`src/rtl/csb_pkg.sv`:
```
package csb_pkg;
  localparam int CSB_NREG_DEFAULT = 8;
  localparam int CSB_VLEN_DEFAULT = 64;
  localparam int CSB_NRD_DEFAULT  = 2;

  typedef enum logic {
    LANE_VALID   = 1'b0,
    LANE_FILLING = 1'b1
  } lane_state_e;
endpackage

```
`src/rtl/csb_lane.sv`:
```
module csb_lane
  import csb_pkg::*;
#(
  parameter int VLEN = CSB_VLEN_DEFAULT,
  parameter int CW   = $clog2(VLEN + 1)
) (
  input  logic          clk,
  input  logic          rst_n,
  input  logic          alloc_hit,
  input  logic          wr_hit,
  output logic          busy,
  output logic [CW-1:0] cnt
);
  localparam logic [CW-1:0] LAST = CW'(VLEN - 1);

  lane_state_e   st_q, st_d;
  logic [CW-1:0] cnt_q, cnt_d;
  logic          en;

  always_comb begin
    st_d  = st_q;
    cnt_d = cnt_q;
    if (alloc_hit) begin
      st_d  = LANE_FILLING;
      cnt_d = '0;
    end else if (wr_hit) begin
      cnt_d = cnt_q + 1'b1;
      if (cnt_q == LAST) st_d = LANE_VALID;
    end
  end

  assign en = alloc_hit | wr_hit;

  always_ff @(posedge clk or negedge rst_n) begin
    if (!rst_n) begin
      st_q  <= LANE_VALID;
      cnt_q <= '0;
    end else if (en) begin
      st_q  <= st_d;
      cnt_q <= cnt_d;
    end
  end

  assign busy = (st_q == LANE_FILLING);
  assign cnt  = cnt_q;
endmodule

```
`src/rtl/csb_rdport.sv`:
```
module csb_rdport #(
  parameter int NREG = 8,
  parameter int RW   = 3,
  parameter int IW   = 6,
  parameter int CW   = 7
) (
  input  logic              rd_vld,
  input  logic [RW-1:0]     rd_reg,
  input  logic [IW-1:0]     rd_idx,
  input  logic [NREG-1:0]   busy,
  input  logic [NREG*CW-1:0] cnt_flat,
  output logic              grant
);
  logic          sel_busy;
  logic [CW-1:0] sel_cnt;
  logic          elem_ready;

  always_comb begin
    sel_busy = busy[rd_reg];
    sel_cnt  = cnt_flat[rd_reg*CW +: CW];
    elem_ready = !sel_busy || (CW'(rd_idx) < sel_cnt);
    grant = rd_vld && elem_ready;
  end
endmodule

```
`src/rtl/chain_scoreboard.sv`:
```
module chain_scoreboard
  import csb_pkg::*;
#(
  parameter int  NREG = CSB_NREG_DEFAULT,
  parameter int  VLEN = CSB_VLEN_DEFAULT,
  parameter int  NRD  = CSB_NRD_DEFAULT,
  localparam int RW   = $clog2(NREG),
  localparam int IW   = $clog2(VLEN),
  localparam int CW   = $clog2(VLEN + 1)
) (
  input  logic              clk,
  input  logic              rst_n,
  input  logic              alloc_vld,
  input  logic [RW-1:0]     alloc_reg,
  output logic              alloc_ok,
  output logic              alloc_hazard,
  input  logic              wr_vld,
  input  logic [RW-1:0]     wr_reg,
  input  logic [NRD-1:0]    rd_vld,
  input  logic [NRD*RW-1:0] rd_reg,
  input  logic [NRD*IW-1:0] rd_idx,
  output logic [NRD-1:0]    rd_grant,
  output logic [NREG-1:0]   reg_busy
);
  logic [NREG-1:0]    busy_v;
  logic [NREG*CW-1:0] cnt_flat;
  logic [NREG-1:0]    alloc_hit;
  logic [NREG-1:0]    wr_hit;

  // Structural hazard: a register with an active writer cannot take another.
  always_comb begin
    alloc_hazard = alloc_vld &&  busy_v[alloc_reg];
    alloc_ok     = alloc_vld && !busy_v[alloc_reg];
  end

  for (genvar g = 0; g < NREG; g++) begin : g_lane
    assign alloc_hit[g] = alloc_ok && (alloc_reg == RW'(g));
    assign wr_hit[g]    = wr_vld && (wr_reg == RW'(g)) && busy_v[g];

    csb_lane #(.VLEN(VLEN), .CW(CW)) u_lane (
      .clk       (clk),
      .rst_n     (rst_n),
      .alloc_hit (alloc_hit[g]),
      .wr_hit    (wr_hit[g]),
      .busy      (busy_v[g]),
      .cnt       (cnt_flat[g*CW +: CW])
    );
  end

  for (genvar p = 0; p < NRD; p++) begin : g_rd
    csb_rdport #(.NREG(NREG), .RW(RW), .IW(IW), .CW(CW)) u_rd (
      .rd_vld   (rd_vld[p]),
      .rd_reg   (rd_reg[p*RW +: RW]),
      .rd_idx   (rd_idx[p*IW +: IW]),
      .busy     (busy_v),
      .cnt_flat (cnt_flat),
      .grant    (rd_grant[p])
    );
  end

  assign reg_busy = busy_v;
endmodule

```
`config.mk`:
```
export PLATFORM = sky130hd
export DESIGN_NAME = chain_scoreboard
export DESIGN_NICKNAME = d
export VERILOG_FILES = /design/src/rtl/csb_pkg.sv /design/src/rtl/csb_lane.sv /design/src/rtl/csb_rdport.sv /design/src/rtl/chain_scoreboard.sv
export SDC_FILE = /design/constraint.sdc
export NUM_CORES = 1
export LEC_CHECK = 0
export BUFFER_PORTS_ARGS = -buffer_cell sky130_fd_sc_hd__buf_2
export CAP_MARGIN = 10
export CELL_PAD_IN_SITES_DETAIL_PLACEMENT = 0
export CELL_PAD_IN_SITES_GLOBAL_PLACEMENT = 1
export CORE_MARGIN = 4
export CORE_UTILIZATION = 53
export CTS_BUF_LIST = sky130_fd_sc_hd__clkbuf_4
export DETAILED_ROUTE_END_ITERATION = 7
export PLACE_DENSITY_LB_ADDON = 0.25
export SLEW_MARGIN = 20
export SYNTH_ARGS = -nofsm -noshare
export SYNTH_HDL_FRONTEND = slang
export SYNTH_HIERARCHICAL = 1
export SYNTH_SLANG_ARGS = --single-unit
```
`constraint.sdc`:
```
create_clock -name clk -period 3.8 [get_ports clk]
set_clock_uncertainty 0.15 [all_clocks]
set_input_delay 0.57 -clock clk [delete_from_list [all_inputs] [get_ports clk]]
set_output_delay 0.57 -clock clk [all_outputs]
set_load 0.1 [all_outputs]
```
==> key figures <==
Status
  • Status: finished clean

Worst setup path
  • Crit path max fanout: 13
  • Longest individual stage delay on the worst path: 0.61 ns
  • Worst path buffer plus inverter count: 2
  • Slowest CP cell: mux4_1
  • Crit Path Class: input pin to primary output
  • Startpoint types: input pin
  • Crit path required time: 3.08 ns
  • Arrival time of the worst setup path: 2.86 ns
  • Crit path max-delay family: multiplexers
  • Worst Setup End Kind: primary output
  • Worst path cell trace: buf_2 -> mux4_1 -> mux2i_1 -> ha_1 -> o21a_1 -> o2111ai_1 -> a41oi_1 -> o211ai_1 -> buf_12

Routing
  • Routed len/inst: 20.5 um
  • Via Count: 3582
  • 1st-pass router iterations: 4
  • DRT Wirelength: 11.8 mm
  • Via-to-Cell Ratio: 6.24
  • Routed Antenna Nets: 0
  • DRT iter0 DRCs: 214
  • DR DRC count: 0

Yosys
  • Number of flops mapped to enable cells by yosys: 0
  • Post-Syn Area: 4480 um2
  • Area contributors post-synth: dfrtp_1, mux4_1, mux2i_1
  • Synth Instances: 434
  • Synth unique cells: 45
  • Top-area cell type share of the netlist area: 35.8%
  • Warnings from Yosys: 6
  • Synth async-reset ratio: 100%
  • Leading area contributor after synthesis: dfrtp_1
  • Sequential fraction of the synthesis area: 35.8%
  • Syn Nets: 482
  • Number of synthesized register bits: 64
  • Predominant post-synthesis flop cell: dfrtp_1
  • Syn_area_per_cell: 10.3 um2

Clock tree
  • CTS buffer count: 9
  • H-tree levels: 3
  • Hold_buf cts: 0
  • CTS root buf: clkbuf_4
  • Clk buf depth: 2
  • CTS tree: done
  • Sinks on Clock Net: 64
  • CTS clock-pin slew for the worst setup and hold paths: 0.12 ns
  • Clock latency on the worst-skew pair: 0.43 ns
  • Post-CTS setup buffers: 0
  • Resized Gates After CTS: 0

Die
  • Die area: 9980 um2
  • I/O pin cnt: 42
  • Die W: 99.9 um
  • Row count: 33
  • Die height: 99.9 um
  • Initial core utilization: 54.5%
  • CORE AREA: 8220 um2

Layout
  • # diodes: 0
  • Total Nets Final: 512
  • Finished Layout Cells: 574
  • Area Growth Syn to Fin: 7.38%
  • Filler instances: 741
  • Ratio of cells with drive above 1 in the final layout: 18.1%

Flow run
  • Max-cap violations: 0

Hold path
  • Tightest Hold Check Type: input pin to asynchronous set/reset pin

Placement
  • Post-DP HPWL: 8.87 mm
  • Port-buffer cells: 41
  • Placer Congestion: 0.940
  • Placed Cells: 558

STA
  • Final min period: 3.58 ns
  • RSZ-0062 raised after global routing: no
  • Fmax: 280 MHz
  • Slew Limit Fails: 0
  • Final Hold Violating Endpoints: 0
  • Worst Tran Pin Value: 0.809 ns
  • Final period util: 94.1%
  • Final setup violation count: 0
  • Worst slew margin: 46.0%

Power and ir drop
  • Power Density: 499 nW/um2
  • Max VDD drop: 0.282 mV
  • Total chip power: 2.40 mW
  • LEAKAGE: 2.17 nW

Global route
  • Antenna violations before repair: 0
  • Largest net degree at the start of global routing: 37
  • Wire length of the first global-routing pass: 19.2 mm
  • GRT Overall Usage: 25.1%
  • Number of global-route vias before repair: 3618
  • Grt total ovfl: 0
per-stage QoR:
| stage | instance area (um2) | hold WS [ns] | setup WS (ns) | util (%) | setup TNS, ns |
|---|---|---|---|---|---|
| finish | 4810 | 0.0719 | 0.223 | 58.5 | 0 |
| global route | 4810 | 0.117 | 0.114 | 58.5 | 0 |
| CTS | 4810 | 0.0893 | 0.207 | 58.5 | 0 |
| detailed placement | 4670 | 0.431 | 0.217 | 56.8 | 0 |
| global placement | 4670 | 0.417 | 0.309 | 56.8 | 0 |
| floorplan | 4480 | 0.124 | -0.455 | - | -0.910 |
layer usage:
layer  global-route usage [%]  wire [um]  vias up
met1                     36.2       5550     1786
met2                     39.0       5350      111
li1                         -          -     1672
met4                     6.41        158        0
met3                     5.07        724       13
met5                        0          0        -
registers in the layout, indices dropped and copies added (netlist names):
name	count
g_lane.u_lane/cnt	56
g_lane.u_lane/busy	8
cell type report:
cell class                      instances  area (um2)  share of cell area, %
Multi-Input combinational cell        338        2650                   55.2
Timing Repair Buffer                   44         258                   5.36
Inverter                                7        26.3                  0.547
Sequential cell                        64        1600                   33.3
Clock buffer                           10        75.1                   1.56
Tap cell                              105         131                   2.73
Clock inverter                          6        60.1                   1.25
layout by cell type, fill, tap and decap left out, drive strengths merged, types with 3 or more instances in the layout:
master and instances:
a31oi 5, clkbuf 10, nand3b 7, nor3b 6, ha 18, nand3 19, xor2 24, a21o 10
nor2 50, and4 3, mux4 20, xnor2 8, buf 44, nor2b 10, a21oi 20, clkinv 4
nand2 23, or3b 6, dfrtp 64, and3 6, o21ai 18, or3 18, nand4 16, mux2i 26
inv 7, o2111ai 4
logic make-up after synthesis:
| family | count (synthesis) | share of synthesized area (%) |
|---|---|---|
| and+or+nand+nor | 168 | 21.0 |
| AOI/OAI and AO/OA | 72 | 10.1 |
| DFF | 64 | 35.8 |
| muxes | 48 | 17.2 |
| xor gates and xnor gates | 32 | 6.26 |
| buffers and inverters | 32 | 4.58 |
| adders and majority gates | 18 | 5.03 |
report_power, final:
group | leakage, nW | internal [mW] | total (mW) | switching [mW]
logic | 1.25 | 0.332 | 0.845 | 0.513
clock network | 0.0738 | 0.205 | 0.478 | 0.274
registers | 0.843 | 0.809 | 1.07 | 0.264
synth_stat cells (4+ instances only):
master and instances:
dfrtp_1 64, nor2_1 50, mux2i_1 26, xor2_1 24, nand2_1 23, a21oi_1 20, nand3_1 19, ha_1 18
or3_1 18, o21ai_1 16, a21o_1 10, buf_4 10, mux4_1 10, mux4_2 10, nor2b_1 10, buf_1 8
nand4_1 8, nand4_2 8, xnor2_1 8, nand3b_1 7, and3_1 6, nor3b_1 6, a31oi_1 5, inv_1 5
o2111ai_1 4, or3b_1 4
path summary, 6_finish.rpt:
check	from	endpoint	slack (ns)	depth (start not counted)
min	rst_n	g_lane[5].u_lane/cnt[0]	0.07	1
min in group clk	g_lane[1].u_lane/busy	g_lane[1].u_lane/busy	0.45	1
min reg2reg	g_lane[1].u_lane/busy	g_lane[1].u_lane/busy	0.45	1
max in group asynchronous	rst_n	g_lane[3].u_lane/cnt[6]	2.53	2
max reg2reg	g_lane[0].u_lane/busy	g_lane[0].u_lane/busy	1.89	4
max	rd_reg[3]	rd_grant[1]	0.22	9
Note: power is estimated with default switching activity, not from simulation.
